<file path="config.mk">
export PLATFORM = sky130hd
export DESIGN_NAME = aud_tx_pack
export DESIGN_NICKNAME = d
export VERILOG_FILES = /design/src/rtl/aud_tx_pkg.sv /design/src/rtl/aud_tx_ctrl_dec.sv /design/src/rtl/aud_tx_packer.sv /design/src/rtl/aud_tx_store.sv /design/src/rtl/aud_tx_pack.sv
export SDC_FILE = /design/constraint.sdc
export NUM_CORES = 1
export LEC_CHECK = 0
export BUFFER_PORTS_ARGS = -buffer_cell sky130_fd_sc_hd__buf_2
export CAP_MARGIN = 10
export CORE_ASPECT_RATIO = 2
export CORE_MARGIN = 1.5
export CORE_UTILIZATION = 40
export DETAILED_ROUTE_END_ITERATION = 10
export MAX_ROUTING_LAYER = met4
export PLACE_DENSITY = 0.66
export SYNTH_ARGS = -nofsm -noshare
export SYNTH_HDL_FRONTEND = slang
export SYNTH_SLANG_ARGS = --single-unit
</file>
<file path="constraint.sdc">
create_clock -name clk -period 10.48 [get_ports clk]
set_clock_uncertainty 0.15 [all_clocks]
set_input_delay 2.096 -clock clk [delete_from_list [all_inputs] [get_ports clk]]
set_output_delay 2.096 -clock clk [all_outputs]
set_load 0.01 [all_outputs]
</file>
<file path="src/rtl/aud_tx_pkg.sv">
package aud_tx_pkg;

   typedef enum logic [1:0] {
      SZ16 = 2'd0,
      SZ18 = 2'd1,
      SZ20 = 2'd2,
      SZ12 = 2'd3
   } smp_size_e;

   // control fields, LSB first: enable, slot3, slot4, size, compact
   typedef struct packed {
      logic      compact;
      smp_size_e size;
      logic      slot4;
      logic      slot3;
      logic      tx_en;
   } ctrl_t;

   localparam int CTRL_W = $bits(ctrl_t);

   localparam logic [2:0] A_CTRL  = 3'd0;
   localparam logic [2:0] A_MAIN  = 3'd1;
   localparam logic [2:0] A_DATA  = 3'd2;
   localparam logic [2:0] A_ICLR  = 3'd3;
   localparam logic [2:0] A_IMASK = 3'd4;
   localparam logic [2:0] A_STAT  = 3'd5;
   localparam logic [2:0] A_INTS  = 3'd6;

   localparam int INT_UR = 0;
   localparam int INT_TX = 1;
   localparam int INT_TC = 2;
   localparam int NINT   = 3;

   function automatic logic [3:0] nc_shift(smp_size_e s);
      case (s)
         SZ12:    return 4'd8;
         SZ16:    return 4'd4;
         SZ18:    return 4'd2;
         default: return 4'd0;
      endcase
   endfunction

endpackage

</file>
<file path="src/rtl/aud_tx_ctrl_dec.sv">
module aud_tx_ctrl_dec
   import aud_tx_pkg::*;
(
   input  ctrl_t     ctrl_q,
   output logic      drain_allow,
   output smp_size_e size,
   output logic      compact_eff
);

   always_comb begin
      size        = ctrl_q.size;
      drain_allow = ctrl_q.tx_en & (ctrl_q.slot3 | ctrl_q.slot4);
      compact_eff = ctrl_q.compact & ((ctrl_q.size == SZ16) | (ctrl_q.size == SZ12));
   end

endmodule

</file>
<file path="src/rtl/aud_tx_packer.sv">
module aud_tx_packer
   import aud_tx_pkg::*;
#(
   parameter int DATA_W   = 32,
   parameter int SAMPLE_W = 20,
   parameter int LANE_W   = 16
) (
   input  logic [DATA_W-1:0]              word,
   input  smp_size_e                      size,
   input  logic                           compact,
   output logic [1:0][SAMPLE_W-1:0]       smp,
   output logic [1:0]                     cnt
);

   localparam int NLANE = 2;

   if (DATA_W < NLANE * LANE_W || SAMPLE_W <= LANE_W) begin : g_bad_widths
      $error("aud_tx_packer: word must hold two lanes and a sample must exceed a lane");
   end

   logic [NLANE-1:0][SAMPLE_W-1:0] lane_smp;
   logic [3:0]                     lane_sh;
   logic [SAMPLE_W-1:0]            nc_smp;

   always_comb lane_sh = (size == SZ12) ? 4'd8 : 4'd4;

   for (genvar i = 0; i < NLANE; i++) begin : g_lane
      logic [LANE_W-1:0] lane;
      always_comb begin
         lane        = word[i*LANE_W +: LANE_W];
         lane_smp[i] = SAMPLE_W'(lane) << lane_sh;
      end
   end

   if (DATA_W > NLANE * LANE_W) begin : g_spare
      logic spare_or;
      always_comb spare_or = |word[DATA_W-1:NLANE*LANE_W];
   end

   always_comb begin
      nc_smp = word[SAMPLE_W-1:0] << nc_shift(size);
      if (compact) begin
         smp = lane_smp;
         cnt = 2'd2;
      end else begin
         smp[0] = nc_smp;
         smp[1] = '0;
         cnt    = 2'd1;
      end
   end

endmodule

</file>
<file path="src/rtl/aud_tx_store.sv">
module aud_tx_store #(
   parameter int SAMPLE_W = 20,
   parameter int DEPTH    = 8,
   localparam int PW      = $clog2(DEPTH),
   localparam int LW      = $clog2(DEPTH + 1)
) (
   input  logic                      clk,
   input  logic                      rst_n,
   input  logic                      flush,
   input  logic [1:0]                push_n,
   input  logic [1:0][SAMPLE_W-1:0]  push_smp,
   input  logic                      pop,
   output logic [LW-1:0]             level,
   output logic [SAMPLE_W-1:0]       head_l,
   output logic [SAMPLE_W-1:0]       head_r
);

   if (DEPTH < 4 || (DEPTH & (DEPTH - 1)) != 0) begin : g_bad_depth
      $error("aud_tx_store: DEPTH must be a power of two of at least 4");
   end

   logic [SAMPLE_W-1:0] mem [DEPTH];
   logic [PW-1:0]       wr_ptr, rd_ptr;

   always_ff @(posedge clk) begin
      if (!flush) begin
         if (push_n != 2'd0) mem[wr_ptr] <= push_smp[0];
         if (push_n == 2'd2) mem[wr_ptr + PW'(1)] <= push_smp[1];
      end
   end

   always_ff @(posedge clk or negedge rst_n) begin
      if (!rst_n) begin
         wr_ptr <= '0;
         rd_ptr <= '0;
         level  <= '0;
      end else if (flush) begin
         wr_ptr <= '0;
         rd_ptr <= '0;
         level  <= '0;
      end else begin
         wr_ptr <= wr_ptr + PW'(push_n);
         if (pop) rd_ptr <= rd_ptr + PW'(2);
         level <= level + LW'(push_n) - (pop ? LW'(2) : LW'(0));
      end
   end

   always_comb begin
      head_l = mem[rd_ptr];
      head_r = mem[rd_ptr + PW'(1)];
   end

   AST_NO_OVERFLOW: assert property (@(posedge clk) disable iff (!rst_n)
      level <= LW'(DEPTH));
   AST_NO_UNDERFLOW: assert property (@(posedge clk) disable iff (!rst_n)
      pop |-> level >= LW'(2));
   AST_POP_PAIR: assert property (@(posedge clk) disable iff (!rst_n)
      (pop && !flush) |=> level == $past(level) + LW'($past(push_n)) - LW'(2));

endmodule

</file>
<file path="src/rtl/aud_tx_pack.sv">
module aud_tx_pack
   import aud_tx_pkg::*;
#(
   parameter int DATA_W   = 32,
   parameter int SAMPLE_W = 20,
   parameter int LANE_W   = 16,
   parameter int DEPTH    = 8,
   parameter int AW       = 3
) (
   input  logic                clk,
   input  logic                rst_n,
   input  logic                reg_wr,
   input  logic [AW-1:0]       reg_waddr,
   input  logic [DATA_W-1:0]   reg_wdata,
   input  logic [AW-1:0]       reg_raddr,
   output logic [DATA_W-1:0]   reg_rdata,
   output logic                tx_valid,
   input  logic                tx_ready,
   output logic [SAMPLE_W-1:0] tx_left,
   output logic [SAMPLE_W-1:0] tx_right,
   output logic                irq
);

   localparam int LW   = $clog2(DEPTH + 1);
   localparam int HALF = DEPTH / 2;

   if (AW != 3 || DATA_W < CTRL_W) begin : g_bad_port
      $error("aud_tx_pack: register map needs 3 address bits and room for control");
   end

   ctrl_t           ctrl_q;
   logic            main_q;
   logic [NINT-1:0] mask_q;
   logic            empty_q, half_q, full_q, under_q, burst_q;

   logic            drain_allow, compact_eff;
   smp_size_e       size;
   logic [1:0][SAMPLE_W-1:0] pk_smp;
   logic [1:0]      pk_cnt;
   logic [LW-1:0]   level, level_nx;
   logic [1:0]      push_n;
   logic            accept, pop, busy;
   logic            soft_rst, data_wr, iclr_hit;
   logic [NINT-1:0] ints;

   // register write decode
   always_comb begin
      soft_rst = reg_wr && (reg_waddr == A_MAIN) && !reg_wdata[0];
      data_wr  = reg_wr && (reg_waddr == A_DATA);
      iclr_hit = reg_wr && (reg_waddr == A_ICLR);
   end

   always_ff @(posedge clk or negedge rst_n) begin
      if (!rst_n) begin
         ctrl_q <= '0;
         main_q <= 1'b0;
         mask_q <= '0;
      end else if (soft_rst) begin
         ctrl_q <= '0;
         main_q <= 1'b0;
         mask_q <= '0;
      end else if (reg_wr) begin
         case (reg_waddr)
            A_CTRL:  ctrl_q <= ctrl_t'(reg_wdata[CTRL_W-1:0]);
            A_MAIN:  main_q <= reg_wdata[0];
            A_IMASK: mask_q <= reg_wdata[NINT-1:0];
            default: ;
         endcase
      end
   end

   aud_tx_ctrl_dec u_dec (
      .ctrl_q      (ctrl_q),
      .drain_allow (drain_allow),
      .size        (size),
      .compact_eff (compact_eff)
   );

   aud_tx_packer #(
      .DATA_W   (DATA_W),
      .SAMPLE_W (SAMPLE_W),
      .LANE_W   (LANE_W)
   ) u_pack (
      .word    (reg_wdata),
      .size    (size),
      .compact (compact_eff),
      .smp     (pk_smp),
      .cnt     (pk_cnt)
   );

   // overrun screening and drain control
   always_comb begin
      accept   = compact_eff ? ((level + LW'(2)) < LW'(DEPTH)) : (level < LW'(DEPTH));
      push_n   = (data_wr && accept) ? pk_cnt : 2'd0;
      tx_valid = drain_allow && (level >= LW'(2)) && (burst_q || level >= LW'(HALF));
      pop      = tx_valid && tx_ready;
      busy     = tx_valid;
      level_nx = level + LW'(push_n) - (pop ? LW'(2) : LW'(0));
   end

   aud_tx_store #(
      .SAMPLE_W (SAMPLE_W),
      .DEPTH    (DEPTH)
   ) u_store (
      .clk      (clk),
      .rst_n    (rst_n),
      .flush    (soft_rst),
      .push_n   (push_n),
      .push_smp (pk_smp),
      .pop      (pop),
      .level    (level),
      .head_l   (tx_left),
      .head_r   (tx_right)
   );

   // status flags: clear request, then drain effects, then write effects
   always_ff @(posedge clk or negedge rst_n) begin
      if (!rst_n) begin
         empty_q <= 1'b1;
         half_q  <= 1'b1;
         full_q  <= 1'b0;
         under_q <= 1'b0;
         burst_q <= 1'b0;
      end else if (soft_rst) begin
         empty_q <= 1'b1;
         half_q  <= 1'b1;
         full_q  <= 1'b0;
         under_q <= 1'b0;
         burst_q <= 1'b0;
      end else begin
         burst_q <= tx_valid && (level_nx >= LW'(2));
         if (iclr_hit && reg_wdata[0]) under_q <= 1'b0;
         if (pop) begin
            full_q <= 1'b0;
            if (level_nx <= LW'(HALF)) half_q <= 1'b1;
            if (level_nx == '0) begin
               empty_q <= 1'b1;
               under_q <= 1'b1;
            end
         end
         if (data_wr) begin
            if (level_nx != '0) begin
               empty_q <= 1'b0;
               under_q <= 1'b0;
            end
            if (level_nx >= LW'(HALF))  half_q <= 1'b0;
            if (level_nx >= LW'(DEPTH)) full_q <= 1'b1;
         end
      end
   end

   // interrupts
   always_comb begin
      ints         = '0;
      ints[INT_UR] = under_q;
      ints[INT_TX] = half_q;
      ints[INT_TC] = empty_q & ~busy;
      irq          = |(ints & mask_q);
   end

   // read mux
   always_comb begin
      reg_rdata = '0;
      case (reg_raddr)
         A_CTRL:  reg_rdata[CTRL_W-1:0] = ctrl_q;
         A_MAIN:  reg_rdata[0] = main_q;
         A_IMASK: reg_rdata[NINT-1:0] = mask_q;
         A_STAT:  reg_rdata[4:0] = {busy, under_q, full_q, half_q, empty_q};
         A_INTS:  reg_rdata[NINT-1:0] = ints;
         default: reg_rdata = '0;
      endcase
   end

   AST_COMPACT_SIZE: assert property (@(posedge clk) disable iff (!rst_n)
      compact_eff |-> (ctrl_q.size == SZ16 || ctrl_q.size == SZ12));
   AST_DROP_FULL: assert property (@(posedge clk) disable iff (!rst_n)
      (data_wr && !compact_eff && level == LW'(DEPTH) && !pop) |=> level == LW'(DEPTH));
   AST_EMPTY_MEANS_ZERO: assert property (@(posedge clk) disable iff (!rst_n)
      empty_q |-> level == '0);
   AST_FULL_MEANS_DEPTH: assert property (@(posedge clk) disable iff (!rst_n)
      full_q |-> level == LW'(DEPTH));
   AST_VALID_NOT_EMPTY: assert property (@(posedge clk) disable iff (!rst_n)
      tx_valid |-> !empty_q);
   AST_IRQ_MASKED: assert property (@(posedge clk) disable iff (!rst_n)
      irq |-> mask_q != '0);
   AST_UNDER_CLEAR: assert property (@(posedge clk) disable iff (!rst_n)
      (iclr_hit && reg_wdata[0] && !pop) |=> !under_q);
   AST_SOFT_RESET: assert property (@(posedge clk) disable iff (!rst_n)
      soft_rst |=> (empty_q && !tx_valid && ctrl_q == '0));

endmodule

</file>
==> Word-level counts from Yosys, hierarchy flattened <==
Memory sizes are Yosys's and may differ from the RTL's.
Index checks and enable logic that the tools add are counted.
{ "word_totals": {"ff_bits": 25, "mem_bits_rw": 160, "in_bits": 42, "out_inout_bits": 74, "word_cells": 130, "n_memories": 1} }
{ "memory_table": {"columns": ["name", "words", "width", "rd", "rd_clocked_by_memory_dff", "wr", "line", "source"], "rows": [
  ["u_store.mem", 8, 20, 2, 0, 2, "aud_tx_store.sv:22", "logic [SAMPLE_W-1:0] mem [DEPTH];"]
]} }
{ "classes": {"n_addsub": 7, "n_lt_le_gt_ge": 8, "n_eq_ne": 11, "shifts": 3, "n_mux": 51, "bitwise_logic": 7, "n_reduce_logical": 27} }
{ "ops": {"columns": ["operator", "count"], "rows": [
  ["40-bit 2-to-1 mux", 1],
  ["16-bit by 4-bit << shifter with 20-bit output", 2],
  ["1-bit 2-to-1 mux", 32],
  ["20-bit by 4-bit << shifter with 20-bit output", 1],
  ["3-bit 2-to-1 mux", 6],
  ["6-bit 2-to-1 mux", 3],
  ["3-bit == test (second input constant)", 4],
  ["4-bit one-hot mux with 3 select lines", 1],
  ["2-bit nonzero test", 6],
  ["1-bit logical AND", 10],
  ["4-bit by 2-bit greater-or-equal comparator with 1-bit output (second input constant)", 2],
  ["4-bit by 3-bit greater-or-equal comparator with 1-bit output (second input constant)", 2],
  ["4-bit < comparator (second input constant)", 2],
  ["4-bit 2-to-1 mux", 2],
  ["2-bit one-hot mux with 4 select lines", 1],
  ["3-bit by 1-bit adder with 3-bit output (second input constant)", 2],
  ["3-bit by 1-bit == test with 1-bit output (second input constant)", 2],
  ["3-bit by 2-bit == test with 1-bit output (second input constant)", 2],
  ["3-bit zero test", 2],
  ["2-bit 2-to-1 mux", 3],
  ["2-bit AND reduction", 3],
  ["1-bit one-hot mux with 5 select lines", 1],
  ["4-bit by 2-bit adder with 4-bit output", 1],
  ["4-bit by 2-bit adder with 4-bit output (second input constant)", 1],
  ["other kinds (18)", 22]
]} }

==> Longest topological paths before layout <==
Gate-level depths: netlist of run 1.
{ "depth": {"ltp_word": 14, "ltp_mapped": 18, "ltp_nobuf": 14} }

==> Cells and area by module <==
Synthesis of run 1 repeated with hierarchy kept, for this count alone.
{ "unflattened": {"cells_unflattened": 766, "area_unflattened_um2": 10710.3} }
{ "by_module_without_submodules": {"columns": ["module", "n_inst", "cells_each", "area_per_inst_um2", "seq_area_each_um2"], "rows": [
  ["aud_tx_store", 1, 470, 8504.4, 5029.8],
  ["aud_tx_pack", 1, 147, 1297.5, 377.9],
  ["aud_tx_packer", 1, 144, 870.8, 0.0],
  ["aud_tx_ctrl_dec", 1, 5, 37.5, 0.0]
]} }

==> Worst setup path before layout of run 1 <==
Ideal clock, no wire load.
{ "synth_timing": {"path_kind": "in2out", "from": "input port reg_raddr[0]", "to": "output port reg_rdata[2]", "t_arrival_ns": 3.048, "t_required_ns": 8.234, "path_slack_ns": 5.186, "stages": 4, "n_path_buf": 1, "cell_sequence": "clkbuf_1 mux2_2 a221oi_1 a21oi_1"} }
{ "synth_via": {"elab_chain_cells": 2, "word_cells_on_any_way": 5, "classes_between": "eq/ne: 3; mux: 1; reduce/logical: 1"} }
{ "synth_lines": {"columns": ["item", "line", "source"], "rows": [
  ["from (decl)", "aud_tx_pack.sv:15", "input logic [AW-1:0] reg_raddr,"],
  ["3-bit == test or 3-bit zero test (tied branches)", "aud_tx_pack.sv:164", "case (reg_raddr)"],
  ["2-bit one-hot mux with 4 select lines *", "aud_tx_pack.sv:164", null],
  ["to (decl)", "aud_tx_pack.sv:16", "output logic [DATA_W-1:0] reg_rdata,"]
]} }
Mark *: on every way between the ends. The rest lies on a longest branch, timed or not.

==> Worst setup path after layout of run 1 <==
Same ends and word-level chain as after synthesis.

==> results.py, run 1 <==
metrics = {
    "timing": {
        "slew_violations": 0,
        "relSlewSlack": 0.3444,
        "setup_ws_ns": 5.157,
        "setup_tns_ns": 0,
        "max_freq_ghz": 0.1879,
        "hold_violations": 0,
        "tightestPinTransition_ns": 0.9834,
        "finalCritPeriodShare": 0.5079,
        "setup_violations": 0,
        "min_period_ns": 5.323,
        "grt_setup_unrepaired": "no",
    },
    "clocking": {
        "cts_root_buffer": "clkbuf_16",
        "cts_resized": 0,
        "cts_setup_buffers": 0,
        "hold_buffers": 0,
        "cts_tree": "built",
        "numCtsBuffers": 17,
        "htreeDepth": 4,
        "cts_max_path_buffers": 2,
        "clock-sinks": 184,
        "clk_pin_slew_worst_paths_ns": 0.06,
        "insertion_delay_ns": 0.44,
    },
    "worst_setup_path": {
        "crit_fanout": 10,
        "crit_family": "multiplexers",
        "worst_path_most_repeated_cell": "buf_2",
        "cp-startpoint": "reg_raddr[0]",
        "worstReg2RegStart": "ctrl_q[4]$_DFFE_PN0P_",
        "critPathCaptureType": "output port",
        "start_kind": "primary input",
        "cp_num_buf_inv": 2,
        "required_ns": 8.23,
        "slowest_stage": "mux2_2",
        "crit_chain": "buf_2, mux2_2, a221oi_1, a21oi_1, buf_2",
        "critical_path_class": "primary input to output port",
        "critPathMaxStageDelay_ns": 0.35,
        "worstPathArrival_ns": 3.08,
    },
    "power": {
        "p_per_area_mw_per_mm2": 227.0,
        "sw_frac_of_total": 0.3459,
        "clkPwrFrac": 0.256,
        "switchingPower_uw": 911.4,
        "leakagePower_nw": 4.213,
        "pwr-share-seq": 0.365,
        "internal_power_mw": 1.724,
        "ir_worst_vdd_mv": 0.1344,
        "pwr-share-comb": 0.379,
        "power_mw": 2.635,
    },
    "logic_synthesis": {
        "synth_compound_area_frac": 0.1169,
        "synth_top_area_cell": "edfxtp_1",
        "synth_top_area_share": 0.4623,
        "avgSynthCellArea_sq_um": 11.26,
        "yosys.area_share.adder": 0.01589,
        "yosys.area_share.simple": 0.1481,
        "synth.area.mux_share": 0.1310,
        "yosys_warnings": 0,
        "synth_area_leaders": "edfxtp_1 (46%), mux4_2 (9.8%), dfrtp_1 (5.3%), nand2_1 (4.2%), nor2_1 (3.4%)",
        "ys_seq_area_frac": 0.5203,
        "synthFlopType": "edfxtp_1",
        "ys_types": 67,
        "syn_area_sq_mm": 0.01039,
        "synth-seq-cells": 184,
        "synth_top_family_by_area": "simple AND/OR/NAND/NOR gates",
        "async_reset_ff_frac": 0.1304,
        "synthCells": 923,
        "synth_xor_xnor_area_share": 0.009270,
        "synth_edf_count": 160,
    },
    "grt": {
        "track_usage": 0.2144,
        "grt_pass1_wl_mm": 41.41,
        "antenna_found_initial": 1,
        "grt_max_degree": 44,
        "gr-total-overflow": 0,
        "first_global_vias": 7359,
    },
    "drt": {
        "drtIter0Drc": 609,
        "viasPerCell": 5.567,
        "route.antenna.remaining_nets": 0,
        "vias": 7426,
        "dr.pass1.iters": 4,
        "routed_wl_mm": 27.00,
        "route.detailed.drc": 0,
        "wl_per_cell_microns": 20.24,
    },
    "outcome": {
        "status": "finished, final reports clean",
    },
    "floorplan": {
        "core.rowCount": 83,
        "die-area_sq_mm": 0.02702,
        "die_h_microns": 231.0,
        "io_pins": 116,
        "initial_core_util": 0.4052,
        "die_w_microns": 117.0,
        "core_area_sq_mm": 0.02565,
    },
    "layout": {
        "ff_latch_area_sq_mm": 0.005410,
        "syn_to_final_growth_pct": 11.73,
        "multiInputGateArea_sq_mm": 0.004529,
        "layout_commonest_cell": "edfxtp_1",
        "n_fill_cell": 2395,
        "most-common-layout-cells": "edfxtp_1 (160), nand2_1 (117), nor2_1 (93), buf_2 (89), a21oi_1 (69)",
        "final_nets": 1034,
        "drive_gt1_frac": 0.2407,
    },
    "place": {
        "port_buffers": 89,
        "dpl_worst_slack_ns": 5.168,
        "place_hpwl_mm": 19.39,
        "gp_congestion": 0.8703,
    },
    "flow_run": {
        "cap_viol_max_count": 0,
    },
    "worst_hold_path": {
        "hold_path.class": "flop to flop",
        "hp-start": "main_q$_DFFE_PN0P_",
    },
}
## flip-flops by register name (all words and copies together), names as in the netlist
| signal | flops |
|---|---|
| u_store.mem | 160 |
| ctrl_q | 6 |
| u_store.level | 4 |
| mask_q | 3 |
| u_store.wr_ptr | 3 |
| u_store.rd_ptr | 2 |
| burst_q | 1 |
| empty_q | 1 |
| full_q | 1 |
| half_q | 1 |
| main_q | 1 |
| under_q | 1 |
## layer usage
layer,global-route usage,part of all wire
met3,0.03282,0.041
met1,0.2250,0.36
met2,0.3940,0.57
met5,-,0
met4,0.08170,0.031
## synth_stat cells, drive strengths merged (4+ instances only)
| library cell | count |
|---|---|
| a21oi | 70 |
| edfxtp | 160 |
| nor2 | 99 |
| mux2i | 13 |
| o21ai | 88 |
| o22ai | 4 |
| xnor2 | 8 |
| nand3 | 8 |
| clkbuf | 27 |
| nand2b | 12 |
| o32ai | 7 |
| and3 | 17 |
| a22o | 7 |
| ha | 10 |
| or2 | 5 |
| inv | 12 |
| nand2 | 117 |
| buf | 68 |
| nor3 | 35 |
| mux4 | 45 |
| dfrtp | 22 |
| mux2 | 19 |
| nor2b | 14 |
## cell type report
type	instances	share of cell area
antenna	1	0.0002155
clock buffer	19	0.03728
clock inverter	13	0.01530
inverter	12	0.003879
multi-input combinational	657	0.3901
sequential	184	0.4659
tap	340	0.03664
timing repair buffer	108	0.05065
## worst reg2reg max path, stage by stage, from the launching register on
cell	delay, ns
dfrtp_1	0.68
inv_1	0.14
ha_1	0.40
and2b_1	0.22
buf_4	0.40
nand3_1	0.22
fa_1	0.58
nor3b_1	0.26
xnor2_1	0.11
a22o_1	0.30
a21oi_1	0.20
o22ai_1	0.12
## metrics by stage
step           hold WS (ns)  utilization  instances  cell area [sq um]
6_report             0.3961       0.4527       1334              11610
5_1_grt              0.4097       0.4527       1334              11610
4_1_cts              0.4053       0.4526       1333              11610
3_5_place_dp         0.3904       0.4288       1301              11000
3_3_place_gp         0.3787       0.4288       1301              11000
2_1_floorplan        0.3303            -        948              10490
## path summary, 6_finish.rpt
kind	endpoint	slack [ns]	cells after the start
max in group asynchronous	u_store.rd_ptr[1]$_DFFE_PN0P_	8.29	1
worst min register to register	main_q$_DFFE_PN0P_	0.40	1
worst min-delay path	main_q$_DFFE_PN0P_	0.40	1
min in group asynchronous	u_store.rd_ptr[2]$_DFFE_PN0P_	1.49	1
worst max register to register	under_q$_DFF_PN0_	6.59	11
worst max-delay path	reg_rdata[2]	5.16	5
## power by group through the flow
| stage | Sequential, mW | Clock [mW] | Combinational [mW] |
|---|---|---|---|
| 2_1_floorplan | 0.939 | 0 | 0.769 |
| 3_3_place_gp | 0.979 | 0 | 0.983 |
| 3_5_place_dp | 0.979 | 0 | 1.00 |
| 4_1_cts | 0.963 | 0.677 | 1.00 |
| 5_1_grt | 0.970 | 0.699 | 1.10 |
| 6_report | 0.963 | 0.674 | 0.999 |
## kinds of logic after synthesis
group,after synthesis
buf+inv,107
other cells,1
fa+ha+maj,12
mux,77
flops,184
simple gates,329
xor+xnor,11
compound gates,202
Power figures use the tool's default switching activity.
==> run 2, diff against run 1 <==
Clock period 10.48 ns to 5.6 ns, I/O delays scaled along.
==> run 2 against run 1 <==
Register-to-register slack got worse by 5.1 ns. Via count rose by 1.5%. Die area did not move. Power rose by 88%. Global-route usage rose by 0.70 points. Worst hold slack improved by 0.0087 ns. Largest cell class unchanged. Largest power group unchanged.
==> results.py, run 2 (synthesized netlist as in run 1, its figures left out) <==
metrics = {
    "worst_setup_path": {
        "critical_path_class": "flop to flop",
        "slowest_stage": "and2b_1",
        "worstPathArrival_ns": 4.01,
        "critPathCaptureType": "flop",
        "critPathMaxStageDelay_ns": 0.78,
        "crit_chain": "inv_1, ha_1, and2b_1, nand3_1, or3_1, o21ai_2",
        "required_ns": 5.50,
        "crit_fanout": 25,
        "start_kind": "flop",
    },
    "timing": {
        "slew_violations": 0,
        "hold_violations": 0,
        "max_freq_ghz": 0.2438,
        "setup_violations": 0,
        "relSlewSlack": 0.1971,
        "grt_setup_unrepaired": "no",
        "finalCritPeriodShare": 0.7325,
        "setup_tns_ns": 0,
        "min_period_ns": 4.102,
        "tightestPinTransition_ns": 1.204,
    },
    "flow_run": {
        "cap_viol_max_count": 0,
    },
    "clocking": {
        "cts_max_path_buffers": 2,
        "insertion_delay_ns": 0.44,
        "hold_buffers": 0,
        "htreeDepth": 4,
        "numCtsBuffers": 17,
        "cts_setup_buffers": 0,
        "cts_resized": 0,
        "cts_root_buffer": "clkbuf_16",
        "clock-sinks": 184,
        "clk_pin_slew_worst_paths_ns": 0.07,
        "cts_tree": "built",
    },
    "floorplan": {
        "core.rowCount": 83,
        "die-area_sq_mm": 0.02702,
        "core_area_sq_mm": 0.02565,
        "die_w_microns": 117.0,
        "die_h_microns": 231.0,
        "initial_core_util": 0.4052,
        "io_pins": 116,
    },
    "drt": {
        "vias": 7537,
        "drtIter0Drc": 678,
        "route.detailed.drc": 0,
        "routed_wl_mm": 27.71,
        "route.antenna.remaining_nets": 0,
        "wl_per_cell_microns": 20.82,
        "dr.pass1.iters": 6,
        "viasPerCell": 5.663,
    },
    "power": {
        "ir_worst_vdd_mv": 0.2240,
        "leakagePower_nw": 4.202,
        "p_per_area_mw_per_mm2": 428.1,
    },
    "place": {
        "gp_congestion": 0.9395,
        "place_hpwl_mm": 20.18,
        "port_buffers": 89,
    },
    "layout": {
        "syn_to_final_growth_pct": 11.51,
        "finalCoreUtilization": 0.4518,
        "ff_latch_area_sq_mm": 0.005410,
        "multiInputGateArea_sq_mm": 0.004537,
        "drive_gt1_frac": 0.2404,
        "layout_commonest_cell": "edfxtp_1",
        "top_register": "u_store.mem",
        "most-common-layout-cells": "edfxtp_1 (160), nand2_1 (117), nor2_1 (93), buf_2 (89), a21oi_1 (69)",
        "top_regs": "u_store.mem x160, ctrl_q x6, u_store.level x4",
        "n_fill_cell": 2366,
        "largest_reg_flops": 160,
        "final_nets": 1031,
    },
    "grt": {
        "grt_pass1_wl_mm": 42.57,
        "first_global_vias": 7464,
        "antenna_found_initial": 1,
        "track_usage": 0.2214,
        "gr-total-overflow": 0,
        "grt_max_degree": 44,
    },
    "outcome": {
        "status": "finished, final reports clean",
    },
    "worst_hold_path": {
        "hold_path.class": "flop to flop",
    },
}
-- run 2: per-layer routing --
| metal | part of all wire | global-route usage |
|---|---|---|
| met3 | 0.047 | 0.03623 |
| met2 | 0.56 | 0.3975 |
| met5 | 0 | - |
| met1 | 0.36 | 0.2382 |
| met4 | 0.030 | 0.08773 |
-- run 2: stage by stage --
step	power (mW)	instances	instance area (sq um)	hold WS, ns	worst slack [ns]
3_3_place_gp	3.714	1298	10980	0.3922	1.729
4_1_cts	4.977	1330	11590	0.4059	1.546
2_1_floorplan	3.198	948	10490	0.3303	1.447
6_report	4.961	1331	11590	0.4047	1.498
3_5_place_dp	3.746	1298	10980	0.3963	1.576
5_1_grt	5.228	1331	11590	0.4332	1.209
-- run 2: critical path, delay by kind of cell (launching register included) --
| kind | cells | cell delay [ns] |
|---|---|---|
| and+or+nand+nor | 3 | 1.79 |
| DFF | 1 | 0.66 |
| AOI/OAI and AO/OA | 1 | 0.58 |
| adders and majority gates | 1 | 0.38 |
| buffers and inverters | 1 | 0.13 |
-- run 2: final cells by class --
class,instances,share of cell area
diodes,1,0.0002159
clock buffers,20,0.03768
clock inverters,12,0.01436
inverters,12,0.003887
multi-input cells,657,0.3915
flip-flops and latches,184,0.4669
well taps,340,0.03671
repair buffers,105,0.04880
-- run 2: final timing paths --
check	slack, ns	cells after the start	end	start
max in group asynchronous	4.36	1	u_store.rd_ptr[1]$_DFFE_PN0P_	rst_n
worst max-delay path	1.50	6	u_store.mem[3][13]$_DFFE_PP_	ctrl_q[4]$_DFFE_PN0P_
worst min-delay path	0.40	2	empty_q$_DFF_PN1_	empty_q$_DFF_PN1_
worst max register to register	1.50	6	u_store.mem[3][13]$_DFFE_PP_	ctrl_q[4]$_DFFE_PN0P_
min in group asynchronous	0.52	1	u_store.wr_ptr[2]$_DFF_PN0_	rst_n
worst min register to register	0.40	2	empty_q$_DFF_PN1_	empty_q$_DFF_PN1_
-- run 2: report_power, final --
part | total, mW | leakage (nW) | switching, mW | internal, mW
sequential | 1.84 | 1.74 | 0.157 | 1.68
clock | 1.25 | 0.293 | 0.534 | 0.711
combinational | 1.87 | 2.17 | 1.07 | 0.803
total | 4.96 | 4.20 | 1.76 | 3.20
